## src/rtl/pwr_pkg.sv

```systemverilog
package pwr_pkg;
  typedef enum logic [2:0] {
    PS_RUN   = 3'd0,
    PS_SLEEP = 3'd1,
    PS_STOP  = 3'd2,
    PS_INIT  = 3'd3,
    PS_RST   = 3'd4
  } pwr_state_e;
endpackage

```

## src/rtl/pwr_wake.sv

```systemverilog
// Qualifies interrupt requests: a level of all ones means the source is masked.
module pwr_wake #(
  parameter int N_IRQ = 4,
  parameter int LVL_W = 4
) (
  input  logic [N_IRQ-1:0]       irq_req,
  input  logic [N_IRQ*LVL_W-1:0] irq_lvl,
  output logic                   wake
);
  localparam logic [LVL_W-1:0] LVL_OFF = {LVL_W{1'b1}};

  logic [N_IRQ-1:0] src_ok;

  for (genvar i = 0; i < N_IRQ; i++) begin : g_src
    assign src_ok[i] = irq_req[i] && (irq_lvl[i*LVL_W +: LVL_W] != LVL_OFF);
  end

  assign wake = |src_ok;
endmodule

```

## src/rtl/pwr_regs.sv

```systemverilog
// Standby and timebase control registers plus the entry events they produce.
module pwr_regs #(
  parameter int DW        = 16,
  parameter int STOP_BIT  = 7,
  parameter int SLEEP_BIT = 6,
  parameter int SYNC_BIT  = 8
) (
  input  logic          clk,
  input  logic          rst_n,
  input  logic          reg_wr,
  input  logic          reg_rd,
  input  logic          reg_addr,
  input  logic [DW-1:0] reg_wdata,
  input  logic          in_run,
  input  logic          clr_stby,
  input  logic          clr_sync,
  output logic [DW-1:0] reg_rdata,
  output logic          stop_q,
  output logic          sleep_q,
  output logic          go_stop,
  output logic          go_sleep
);
  logic sync_q;
  logic wr_ok;
  logic wr_stby;
  logic wr_tb;
  logic sync_entry;
  logic plain_entry;
  logic unused_wdata;

  assign unused_wdata = ^reg_wdata;

  // Writes land only while the CPU runs.
  assign wr_ok   = reg_wr && in_run;
  assign wr_stby = wr_ok && !reg_addr;
  assign wr_tb   = wr_ok && reg_addr;

  assign go_stop = wr_stby && reg_wdata[STOP_BIT];

  // Sleep entry: on the write when not synchronous, on a standby read when armed.
  assign plain_entry = wr_stby && reg_wdata[SLEEP_BIT] && !sync_q;
  assign sync_entry  = in_run && reg_rd && !reg_wr && !reg_addr && sleep_q && sync_q;
  assign go_sleep    = !go_stop && (plain_entry || sync_entry);

  always_ff @(posedge clk or negedge rst_n) begin
    if (!rst_n) begin
      stop_q  <= 1'b0;
      sleep_q <= 1'b0;
    end else if (clr_stby) begin
      stop_q  <= 1'b0;
      sleep_q <= 1'b0;
    end else if (wr_stby) begin
      stop_q  <= reg_wdata[STOP_BIT];
      sleep_q <= reg_wdata[SLEEP_BIT];
    end
  end

  always_ff @(posedge clk or negedge rst_n) begin
    if (!rst_n) begin
      sync_q <= 1'b0;
    end else if (clr_sync) begin
      sync_q <= 1'b0;
    end else if (wr_tb) begin
      sync_q <= reg_wdata[SYNC_BIT];
    end
  end

  always_comb begin
    reg_rdata = '0;
    if (!reg_addr) begin
      reg_rdata[STOP_BIT]  = stop_q;
      reg_rdata[SLEEP_BIT] = sleep_q;
    end else begin
      reg_rdata[SYNC_BIT] = sync_q;
    end
  end
endmodule

```

## src/rtl/pwr_fsm.sv

```systemverilog
// Power state register with reset-hold counter and request priority.
module pwr_fsm
  import pwr_pkg::*;
#(
  parameter int HOLD_CYC = 4
) (
  input  logic       clk,
  input  logic       rst_n,
  input  logic       init_req,
  input  logic       rst_req,
  input  logic       wake,
  input  logic       go_stop,
  input  logic       go_sleep,
  output pwr_state_e st,
  output logic       clr_stby,
  output logic       clr_sync
);
  localparam int CNT_W = (HOLD_CYC > 1) ? $clog2(HOLD_CYC) : 1;
  localparam logic [CNT_W-1:0] CNT_LAST = CNT_W'(HOLD_CYC - 1);

  pwr_state_e       st_n;
  logic [CNT_W-1:0] cnt;
  logic [CNT_W-1:0] cnt_n;

  always_comb begin
    st_n  = st;
    cnt_n = cnt;
    if (init_req) begin
      st_n  = PS_INIT;
      cnt_n = '0;
    end else if (rst_req) begin
      st_n  = PS_RST;
      cnt_n = '0;
    end else begin
      unique case (st)
        PS_RUN: begin
          if (go_stop)       st_n = PS_STOP;
          else if (go_sleep) st_n = PS_SLEEP;
        end
        PS_SLEEP, PS_STOP: begin
          if (wake) st_n = PS_RUN;
        end
        PS_INIT, PS_RST: begin
          if (cnt == CNT_LAST) st_n = PS_RUN;
          else                 cnt_n = cnt + 1'b1;
        end
        default: st_n = PS_RUN;
      endcase
    end
  end

  assign clr_stby = ((st_n == PS_RUN) && (st != PS_RUN)) ||
                    (st_n == PS_INIT) || (st_n == PS_RST);
  assign clr_sync = (st_n == PS_INIT);

  always_ff @(posedge clk or negedge rst_n) begin
    if (!rst_n) begin
      st  <= PS_RUN;
      cnt <= '0;
    end else begin
      st  <= st_n;
      cnt <= cnt_n;
    end
  end
endmodule

```

## src/rtl/pwr_clkgen.sv

```systemverilog
// Clock-domain enables decoded from the power state.
module pwr_clkgen
  import pwr_pkg::*;
(
  input  pwr_state_e st,
  input  logic       dma_req,
  output logic       cpu_clk_en,
  output logic       bus_clk_en,
  output logic       per_clk_en
);
  always_comb begin
    cpu_clk_en = 1'b1;
    bus_clk_en = 1'b1;
    per_clk_en = 1'b1;
    unique case (st)
      PS_SLEEP: begin
        cpu_clk_en = 1'b0;
        bus_clk_en = dma_req;
      end
      PS_STOP: begin
        cpu_clk_en = 1'b0;
        bus_clk_en = 1'b0;
        per_clk_en = 1'b0;
      end
      default: ;
    endcase
  end
endmodule

```

## src/rtl/pwr_state_seq.sv

```systemverilog
module pwr_state_seq
  import pwr_pkg::*;
#(
  parameter int N_IRQ     = 4,
  parameter int LVL_W     = 4,
  parameter int HOLD_CYC  = 4,
  parameter int DW        = 16,
  parameter int STOP_BIT  = 7,
  parameter int SLEEP_BIT = 6,
  parameter int SYNC_BIT  = 8
) (
  input  logic                   clk,
  input  logic                   rst_n,
  input  logic                   reg_wr,
  input  logic                   reg_rd,
  input  logic                   reg_addr,
  input  logic [DW-1:0]          reg_wdata,
  output logic [DW-1:0]          reg_rdata,
  input  logic [N_IRQ-1:0]       irq_req,
  input  logic [N_IRQ*LVL_W-1:0] irq_lvl,
  input  logic                   init_req,
  input  logic                   rst_req,
  input  logic                   dma_req,
  output logic                   cpu_clk_en,
  output logic                   bus_clk_en,
  output logic                   per_clk_en,
  output logic [2:0]             pwr_state
);
  pwr_state_e st;
  logic       wake;
  logic       go_stop;
  logic       go_sleep;
  logic       clr_stby;
  logic       clr_sync;
  logic       stop_q;
  logic       sleep_q;

  pwr_wake #(.N_IRQ(N_IRQ), .LVL_W(LVL_W)) u_wake (
    .irq_req (irq_req),
    .irq_lvl (irq_lvl),
    .wake    (wake)
  );

  pwr_regs #(
    .DW(DW), .STOP_BIT(STOP_BIT), .SLEEP_BIT(SLEEP_BIT), .SYNC_BIT(SYNC_BIT)
  ) u_regs (
    .clk       (clk),
    .rst_n     (rst_n),
    .reg_wr    (reg_wr),
    .reg_rd    (reg_rd),
    .reg_addr  (reg_addr),
    .reg_wdata (reg_wdata),
    .in_run    (st == PS_RUN),
    .clr_stby  (clr_stby),
    .clr_sync  (clr_sync),
    .reg_rdata (reg_rdata),
    .stop_q    (stop_q),
    .sleep_q   (sleep_q),
    .go_stop   (go_stop),
    .go_sleep  (go_sleep)
  );

  pwr_fsm #(.HOLD_CYC(HOLD_CYC)) u_fsm (
    .clk      (clk),
    .rst_n    (rst_n),
    .init_req (init_req),
    .rst_req  (rst_req),
    .wake     (wake),
    .go_stop  (go_stop),
    .go_sleep (go_sleep),
    .st       (st),
    .clr_stby (clr_stby),
    .clr_sync (clr_sync)
  );

  pwr_clkgen u_clk (
    .st         (st),
    .dma_req    (dma_req),
    .cpu_clk_en (cpu_clk_en),
    .bus_clk_en (bus_clk_en),
    .per_clk_en (per_clk_en)
  );

  assign pwr_state = st;
endmodule

```

## config.mk

```make
export PLATFORM = sky130hd
export DESIGN_NAME = pwr_state_seq
export DESIGN_NICKNAME = d
export VERILOG_FILES = /design/src/rtl/pwr_pkg.sv /design/src/rtl/pwr_wake.sv /design/src/rtl/pwr_regs.sv /design/src/rtl/pwr_fsm.sv /design/src/rtl/pwr_clkgen.sv /design/src/rtl/pwr_state_seq.sv
export SDC_FILE = /design/constraint.sdc
export NUM_CORES = 1
export LEC_CHECK = 0
export BUFFER_PORTS_ARGS = -buffer_cell sky130_fd_sc_hd__buf_2
export CORE_UTILIZATION = 36
export CTS_CLUSTER_DIAMETER = 150
export DETAILED_ROUTE_END_ITERATION = 16
export PLACE_DENSITY = 0.79
export SYNTH_ARGS = -nofsm -noshare
export SYNTH_HDL_FRONTEND = slang
export SYNTH_SLANG_ARGS = --single-unit
```

## constraint.sdc

```tcl
create_clock -name clk -period 2.1 [get_ports clk]
set_input_delay 0.42 -clock clk [delete_from_list [all_inputs] [get_ports clk]]
set_output_delay 0.42 -clock clk [all_outputs]
set_load 0.1 [all_outputs]
```

-- Word-level counts from Yosys, hierarchy flattened
Index checks and enable logic that the tools add are counted.
- equal/unequal tests: 12
- reduce and logical (&&, ||, !) cells: 34
- multiplexer cells: 22
- add/sub/neg operators: 1
- operator list (cell ; number):
    $mux 3 ; 6
    $logic_and 1x1->1 ; 17
    $ne 4x4->1 const B ; 4
    $mux 2 ; 5
    $eq 3x2->1 const B ; 3
    $mux 1 ; 9
    $pmux 3 s3 ; 1
    $eq 3x3->1 const B ; 2
    $logic_not 3->1 ; 2
    $reduce_bool 3->1 ; 2
    $logic_not 1->1 ; 4
    $reduce_bool 2->1 ; 2
    $reduce_or 2->1 ; 2
    $reduce_or 4->1 ; 1
    $eq 3x1->1 const B ; 1
    $logic_or 1x1->1 ; 3
    $ne 3x3->1 const B ; 1
    $add 2x1->2 const B ; 1
    $eq 2x2->1 const B ; 1
    $pmux 1 s2 ; 1
    $reduce_and 2->1 ; 1
- word-level logic and storage cells: 74
- bits in registers: 8
- output and inout port bits: 22

-- Longest topological paths before layout
Gate-level depths: netlist of run 1.
- word-level depth: 18
- mapped depth: 5
- depth with buffers taken out: 5

-- Cells and area by module
Synthesis of run 1 repeated with hierarchy kept, for this count alone.
- cells, all modules: 90
- area, all modules: 802.0 µm²
- by module, submodules not included (module ; cells an instance ; sequential area each (µm²) ; instances ; area an instance (µm²)):
    pwr_fsm ; 41 ; 125.1 ; 1 ; 387.9
    pwr_regs ; 36 ; 75.1 ; 1 ; 321.6
    pwr_wake ; 7 ; 0.0 ; 1 ; 43.8
    pwr_clkgen ; 5 ; 0.0 ; 1 ; 38.8
    pwr_state_seq ; 1 ; 0.0 ; 1 ; 10.0

-- Worst setup path before layout of run 1
Ideal clock, no wire load.
- path type: reg2out
- from: reg u_fsm.st[2]
- to: out bus_clk_en
- arrival time: 2.047 ns
- path slack: -0.367 ns
- data required time: 1.680 ns
- stages on the path, launching flop included: 3
- cell sequence: dfrtp_1 > buf_2 > nand2b_1
- cells in the longest elaborated chain, start to end: 2
- elaborated cells between the ends (all ways): 3
- classes of those cells: 2 x eq/ne; 1 x mux
- ends and longest elaborated chain (element ; line ; source):
    start, declared ; pwr_fsm.sv:14 ; output pwr_state_e st,
    start signal, assigned ; pwr_fsm.sv:61 ; st <= st_n;
    $eq 3x2->1 or $eq 3x1->1 (tied branches) ; pwr_clkgen.sv:15 ; unique case (st)
    $pmux 1 s2 * ; pwr_clkgen.sv:15 ;
    end, declared ; pwr_state_seq.sv:25 ; output logic bus_clk_en,
Every way passes the cells marked *; elsewhere a longest branch is shown, timed or not.

-- Final worst setup path of run 1
- from: reg u_fsm.st[1]
- to: out bus_clk_en
The elaborated chain is that of the path after synthesis.

==> results.txt, run 1 <==
----------------------------------------------------
[Synth]
  Dominant combinational cell family by area after synthesis ... simple AND/OR/NAND/NOR gates
  Number of warnings reported in the yosys synthesis log ... 0
  Main area contributors after synthesis ... dfrtp_1 (28%), buf_4 (14%), mux2i_1 (5.7%), nand4_1 (4.4%), nor2_1 (3.2%)
  Share of the synthesized area in the top cell type ... 28.32%
  Post-synthesis average cell area ... 9.063 um^2
  Fraction of the mapped netlist area in simple logic gates ... 29.73%
  Cell count after synthesis ... 78
  Count of cell types in the netlist ... 36
  Share of the synthesized area in compound gates (AO/OA/AOI/OAI) ... 16.11%
  Fraction of synthesized cell area in xor and xnor cells ... 1.239%
  Leading area contributor after synthesis ... dfrtp_1
  Sequential element share of the synthesized area ... 28.32%
  Post-synthesis mux area share ... 5.664%
  Cell area after synthesis ... 706.9 um^2
  Adder-cell area share of the yosys netlist ... 1.770%
  Post-synthesis register bit count ... 8

[Worst setup path]
  Critical register-to-register path startpoint ... u_fsm.st[1]$_DFF_PN0_
  WS Path Type ... flip-flop to output port
  Type of origin of the critical path ... flip-flop
  Worst endpoint required time ... 1.68 ns
  Data arrival time of the critical path ... 1.52 ns
  Delay of the slowest critical-path stage ... 0.45 ns
  Path depth of the worst reg2reg path ... 5
  Critical-path cell list ... or2b_1 -> o21ai_0 -> nand2b_2 -> buf_2
  CP Max Fanout ... 9
  Slack of the worst reg-to-reg path ... 0.24 ns
  Reg2Reg Capture Point ... u_regs.stop_q$_DFFE_PN0P_
  Critical path's slowest cell ... dfrtp_2
  Kind of capture point of the worst setup path ... output port

[Place]
  # port buffers ... 39
  DP HPWL ... 1.371 mm
  Global placement routability congestion ... 0.7541

[Global routing]
  Largest net degree at the start of global routing ... 13
  Vias in the first global route ... 644
  Antenna violations before repair ... 0
  GRT overflow ... 0
  Global Route Usage Sum ... 15.94%
  First-pass GRT wire length ... 2.449 mm

[CTS]
  Number of buffers created by CTS ... 3
  Clock tree buffer depth ... 2
  CTS tree ... done
  H-tree lvl count ... 1
  Number of clock sinks ... 8
  Insertion delay of the later-clocked pin in the worst-skew pair ... 0.25 ns
  Cell at the root of the clock tree ... clkbuf_4
  Number of setup buffers added after CTS ... 0
  Post-cts resize count ... 0
  Clock transition time at the flip-flop clock pins of the worst setup and hold paths ... 0.05 ns

[Routing]
  Total iterations of the first detailed-routing run ... 3
  Vias after detailed routing ... 718
  Initial drt markers ... 5
  Remaining routing DRC violations ... 0
  Antenna violation net count after detailed routing ... 0
  Post-DR vias/cell ... 4.918
  Average routed wire per standard cell ... 10.81 um
  Final wirelength ... 1.578 mm

[Job]
  Max-capacitance violation count ... 0

[Power and ir drop]
  Pwr/cell area ... 614.5 nW/um^2
  Net switching fraction of the power ... 49.16%
  Cell internal power dissipation ... 0.2908 mW
  Reported net switching power ... 0.2813 mW
  Clock power frac ... 21.1%
  Part of the power in registers ... 29.9%
  Maximum vdd ir drop ... 285.4 uV
  Share of power burned in combinational logic ... 49.0%
  Leakage power figure ... 0.4495 nW

[Hold path]
  Hold Path Stages ... 2
  Hold path startpoint ... init_req
  Class of the most critical hold timing path ... primary input to flip-flop
  Min-Delay Endpoint ... u_fsm.st[2]$_DFF_PN0_

[Timing]
  Setup violation total in the final timing report ... 0
  Worst Hold Slack ... 0.3787 ns
  Minimum clock period after layout ... 1.935 ns
  Final hold violation count ... 0
  Aggregate negative setup slack ... 0 ns
  Max frequency ... 0.5167 GHz
  RSZ-0062 raised after global routing ... no
  Clock tree skew after final layout ... 0.006286 ns
  Number of max-slew violations in the final report ... 0
  Final period utilization ... 92.16%

[Floorplanning]
  Die Span Y ... 46.32 um
  Area enclosed by the die boundary ... 2145 um^2
  Initial Utilization ... 39.65%
  Count of standard-cell rows ... 15
  Horiz. Die Dim ... 46.32 um
  I/O pin count ... 66
  Core footprint ... 1783 um^2

[Layout]
  Count of inserted antenna diode cells ... 0
  Layout-stage area growth over the synthesis result ... 31.68%
  Share of post-route cells with drive strength above 1 ... 45.45%
  Number of nets in the finished design ... 167

[Status]
  Outcome ... complete, no violations

----------------------------------------------------
-- power by group through the flow --
stage	Combinational (mW)	Clock, mW	Sequential (mW)
after floorplan	0.215	0	0.200
after global placement	0.276	0	0.173
after detailed placement	0.279	0	0.173
after CTS	0.281	0.127	0.171
after global routing	0.295	0.134	0.172
final	0.280	0.121	0.171
-- final cells by class --
class / count / area (um^2)
well taps: 25 / 31.28
inverters: 4 / 15.01
flip-flops and latches: 8 / 203.9
multi-input cells: 64 / 441.7
clock buffers: 4 / 26.28
fillers: 170 / 852.1
repair buffers: 41 / 212.7
-- worst max-delay path, delay by kind of cell (launching register included) --
kind                   cells  cell delay (ns)
buffers and inverters      1             0.42
AO/OA/AOI/OAI              1             0.12
AND/OR/NAND/NOR            2             0.28
flip-flops                 1             0.45
-- how the worst max path moves through the flow --
stage,start,end,slack (ns)
after global placement,u_fsm.st[1]$_DFF_PN0_,u_regs.stop_q$_DFFE_PN0P_,0.26
after floorplan,u_fsm.st[2]$_DFF_PN0_,per_clk_en,0.06
after global routing,u_fsm.st[1]$_DFF_PN0_,bus_clk_en,0.09
after CTS,u_fsm.st[1]$_DFF_PN0_,bus_clk_en,0.15
after detailed placement,u_fsm.st[1]$_DFF_PN0_,u_regs.stop_q$_DFFE_PN0P_,0.25
final,u_fsm.st[1]$_DFF_PN0_,bus_clk_en,0.16
-- flip-flops by register name, indices dropped and copies added (netlist names) --
| register | cells |
|---|---|
| u_regs.stop_q | 1 |
| u_fsm.cnt | 2 |
| u_fsm.st | 3 |
| u_regs.sleep_q | 1 |
| u_regs.sync_q | 1 |
-- cell families after synthesis --
logic type / after synthesis
AND/OR/NAND/NOR: 31
buffers and inverters: 18
AO/OA/AOI/OAI: 14
flip-flops: 8
multiplexers: 4
adder cells (fa/ha/maj): 1
other: 1
XOR/XNOR: 1
-- stage by stage --
step | setup WS [ns] | utilization (%) | cell area, um^2 | instances | power, mW
after floorplan | 0.06226 | - | 763.2 | 90 | 0.4155
after global placement | 0.2558 | 50.18 | 894.6 | 141 | 0.4483
after detailed placement | 0.2503 | 50.18 | 894.6 | 141 | 0.4524
after CTS | 0.1484 | 52.21 | 930.9 | 146 | 0.5782
after global routing | 0.08896 | 52.21 | 930.9 | 146 | 0.6005
final | 0.1646 | 52.21 | 930.9 | 146 | 0.5721
-- routing by layer --
metal  vias up  global-route usage, %  wire length [um]
li1        350                      -                 -
met1       338                  15.38               647
met2        28                  30.00               850
met3         2                  3.137                71
met4         0                  10.00                 8
met5         -                      0                 0
-- cells in the mapped netlist, drive strengths merged --
| library cell | instances |
|---|---|
| a2111oi | 1 |
| a211oi | 2 |
| a21o | 1 |
| a21oi | 2 |
| a22oi | 2 |
| a32oi | 1 |
| a41oi | 1 |
| and2 | 2 |
| and4bb | 1 |
| buf | 14 |
| conb | 1 |
| dfrtp | 8 |
| ha | 1 |
| inv | 4 |
| mux2i | 4 |
| nand2b | 2 |
| nand3 | 1 |
| nand3b | 1 |
| nand4 | 5 |
| nand4b | 1 |
| nand4bb | 1 |
| nor2 | 6 |
| nor2b | 2 |
| nor3 | 2 |
| nor3b | 3 |
| o21ai | 3 |
| o311a | 1 |
| or2 | 1 |
| or2b | 1 |
| or3b | 1 |
| or4b | 1 |
| xnor2 | 1 |
-- cell usage in the layout (no fill, tap or decap), types with 2 or more instances in the layout --
master	Yosys	routed
nor3_1	2	2
nor2_1	6	6
o21ai_0	2	2
mux2i_1	4	4
nor3b_1	2	2
and2_1	2	2
a22oi_1	2	2
buf_2	1	39
dfrtp_2	0	3
conb_1	1	13
nor2b_2	0	2
clkbuf_4	0	3
a211oi_1	2	2
inv_1	4	4
dfrtp_1	8	5
nand4_1	5	5
-- what timing repair did --
item / in CTS / in global routing
endpoints found under the hold margin: 4 / 0
setup endpoints to repair: 0 / 0
hold buffers: 1 / 0
Note: power is estimated with default switching activity, not from simulation.
==> run 2: changes to the inputs <==
Settings changed: BUFFER_PORTS_ARGS -buffer_cell sky130_fd_sc_hd__buf_2 to -buffer_cell sky130_fd_sc_hd__buf_4, CORE_UTILIZATION 36 to 37, CTS_BUF_LIST from default to sky130_fd_sc_hd__clkbuf_2, PLACE_DENSITY 0.79 to 0.81.
==> run 2 against run 1 <==
  * Hold slack lost 0.0022 ns
  * Count of clock-buffer cells in the layout is the same
  * Critical path depth grew 1
  * Die area shrank 2.6%
==> results.txt, run 2 (synthesized netlist as in run 1, its figures left out) <==
----------------------------------------------------
[Status]
  Outcome ... complete, no violations

[Timing]
  Minimum clock period after layout ... 1.839 ns (-0.09682 ns)
  Final period utilization ... 87.55% (-4.6 points)
  Clock tree skew after final layout ... 0.0007829 ns (-0.005504 ns)
  Worst Hold Slack ... 0.3765 ns (-0.002229 ns)
  Setup violation total in the final timing report ... 0 (unchanged)
  Max frequency ... 0.5439 GHz (+5.3%)
  Final hold violation count ... 0 (unchanged)
  Aggregate negative setup slack ... 0 ns (unchanged)
  RSZ-0062 raised after global routing ... no
  Number of max-slew violations in the final report ... 0 (unchanged)

[Routing]
  Initial drt markers ... 6 (+1)
  Remaining routing DRC violations ... 0 (unchanged)
  Total iterations of the first detailed-routing run ... 4 (+1)
  Antenna violation net count after detailed routing ... 0 (unchanged)
  Final wirelength ... 1.643 mm (+4.1%)
  Vias after detailed routing ... 703 (-2.1%)
  Average routed wire per standard cell ... 11.25 um (+4.1%)
  Post-DR vias/cell ... 4.815 (-2.1%)

[Layout]
  Registers with the highest flip-flop counts ... u_fsm.st: 3 flops, u_fsm.cnt: 2 flops
  Layout-stage area growth over the synthesis result ... 44.60%
  Most frequent cells in the layout ... buf_4 (40), conb_1 (13), nor2_1 (6), nand4_1 (5), dfrtp_1 (5)
  Fill cells ... 159 (-6.5%)
  Number of flip-flops in the largest register ... 3 (unchanged)
  Count of inserted antenna diode cells ... 0 (unchanged)
  Share of post-route cells with drive strength above 1 ... 46.28% (+0.83 points)
  Number of nets in the finished design ... 167 (unchanged)
  Largest register by flop count ... u_fsm.st
  Final design instance area without fill ... 1022 um^2 (+9.8%)
  Most frequent standard cell in the layout excluding fill and tap cells ... buf_4

[Floorplanning]
  I/O pin count ... 66 (unchanged)
  Area enclosed by the die boundary ... 2089 um^2 (-2.6%)
  Count of standard-cell rows ... 15 (unchanged)
  Die Span Y ... 45.71 um (-1.3%)
  Core footprint ... 1764 um^2 (-1.1%)
  Initial Utilization ... 40.07% (+0.42 points)
  Horiz. Die Dim ... 45.71 um (-1.3%)

[CTS]
  Number of buffers created by CTS ... 3 (unchanged)
  Number of clock sinks ... 8 (unchanged)
  Cell at the root of the clock tree ... clkbuf_2
  Number of setup buffers added after CTS ... 0 (unchanged)
  CTS tree ... done
  H-tree lvl count ... 1 (unchanged)
  Clock tree buffer depth ... 2 (unchanged)
  Clock transition time at the flip-flop clock pins of the worst setup and hold paths ... 0.07 ns (+0.02 ns)
  Insertion delay of the later-clocked pin in the worst-skew pair ... 0.23 ns (-0.02 ns)

[Global routing]
  Vias in the first global route ... 633 (-1.7%)
  GRT overflow ... 0 (unchanged)
  Largest net degree at the start of global routing ... 13 (unchanged)
  First-pass GRT wire length ... 2.539 mm (+3.7%)
  Antenna violations before repair ... 0 (unchanged)
  Global Route Usage Sum ... 17.15% (+1.2 points)

[Worst setup path]
  WS Path Type ... flip-flop to flip-flop
  Type of origin of the critical path ... flip-flop
  Data arrival time of the critical path ... 1.94 ns (+0.42 ns)
  Worst endpoint required time ... 2.20 ns (+0.52 ns)
  Cell family with most CP delay ... simple AND/OR/NAND/NOR gates
  Critical Path Source ... u_fsm.st[1]$_DFF_PN0_
  Critical register-to-register path startpoint ... u_fsm.st[1]$_DFF_PN0_
  CP Max Fanout ... 9 (unchanged)
  Kind of capture point of the worst setup path ... flip-flop
  Critical-path cell list ... or4b_4 -> nor3b_2 -> o21ai_2 -> a32oi_1 -> a211oi_1
  Delay of the slowest critical-path stage ... 0.58 ns (+0.13 ns)
  Buffers & Inverters on Critical Path ... 0 (-1)
  Critical path's slowest cell ... or4b_4

[Power and ir drop]
  Post-layout total power ... 0.5734 mW (+0.24%)
  Pwr/cell area ... 561.0 nW/um^2 (-8.7%)
  Leakage power figure ... 0.4834 nW (+7.5%)
  Maximum vdd ir drop ... 392.6 uV (+38%)

[Place]
  Dpl cell area ... 992.2 um^2 (+11%)
  # port buffers ... 39 (unchanged)
  DP HPWL ... 1.371 mm (about the same)
  Global placement routability congestion ... 0.7634 (+1.2%)

[Hold path]
  Hold path startpoint ... init_req
  Class of the most critical hold timing path ... primary input to flip-flop

[Job]
  Max-capacitance violation count ... 0 (unchanged)

----------------------------------------------------
-- run 2: cell count changes in the layout (fill, tap and decap cells not counted) --
cell      delta
clkbuf_1     -1
buf_2       -39
buf_4       +39
clkbuf_4     -3
clkbuf_2     +4
-- run 2: path summary, 6_finish.rpt --
| kind | slack [ns] | cells past startpoint | end |
|---|---|---|---|
| min reg2reg | 0.57 | 2 | u_fsm.cnt[0]$_DFFE_PN0P_ |
| min in group asynchronous | 0.54 | 2 | u_fsm.st[0]$_DFF_PN0_ |
| min | 0.38 | 2 | u_fsm.st[2]$_DFF_PN0_ |
| max reg2reg | 0.26 | 5 | u_regs.sleep_q$_DFFE_PN0P_ |
| max in group asynchronous | 1.43 | 2 | u_fsm.st[1]$_DFF_PN0_ |
| max | 0.26 | 5 | u_regs.sleep_q$_DFFE_PN0P_ |
-- run 2: worst register-to-register path: cells and delay by family (launching register included) --
kind,cells,cell delay (ns)
flops,1,0.46
simple gates,2,0.79
compound gates,3,0.46
-- run 2: power by group --
part	switching (mW)	internal, mW	total [mW]
combinational	0.224	0.0780	0.302
clock	0.0502	0.0507	0.101
sequential	0.00909	0.161	0.170
total	0.283	0.290	0.573
-- run 2: cell type report --
| type | instances | area, um^2 | area share, % |
|---|---|---|---|
| Clock buffer | 4 | 20.02 | 1.958 |
| Inverter | 4 | 15.01 | 1.469 |
| Timing Repair Buffer | 41 | 310.3 | 30.36 |
| Sequential cell | 8 | 203.9 | 19.95 |
| Multi-Input combinational cell | 64 | 441.7 | 43.21 |
| Tap cell | 25 | 31.28 | 3.060 |
-- run 2: per-stage QoR --
stage | setup slack [ns] | cells | util [%]
after floorplan | 0.06226 | 90 | -
after global placement | 0.2804 | 141 | 56.24
after detailed placement | 0.2605 | 141 | 56.24
after CTS | 0.2430 | 146 | 57.94
after global routing | 0.1429 | 146 | 57.94
final | 0.2614 | 146 | 57.94
-- run 2: per-layer routing --
| layer | share of wire, % | up-vias | GRT usage (%) |
|---|---|---|---|
| met4 | 1.7 | 0 | 11.76 |
| met1 | 40 | 319 | 19.21 |
| li1 | - | 347 | - |
| met3 | 7.5 | 4 | 3.175 |
| met2 | 50 | 33 | 29.14 |
| met5 | 0 | - | 0 |
-- run 2: repair_timing --
item / 4_1_cts / 5_1_grt
resized for setup: 0 / 0
hold buffers: 1 / 0
endpoints found under the hold margin: 8 / 0
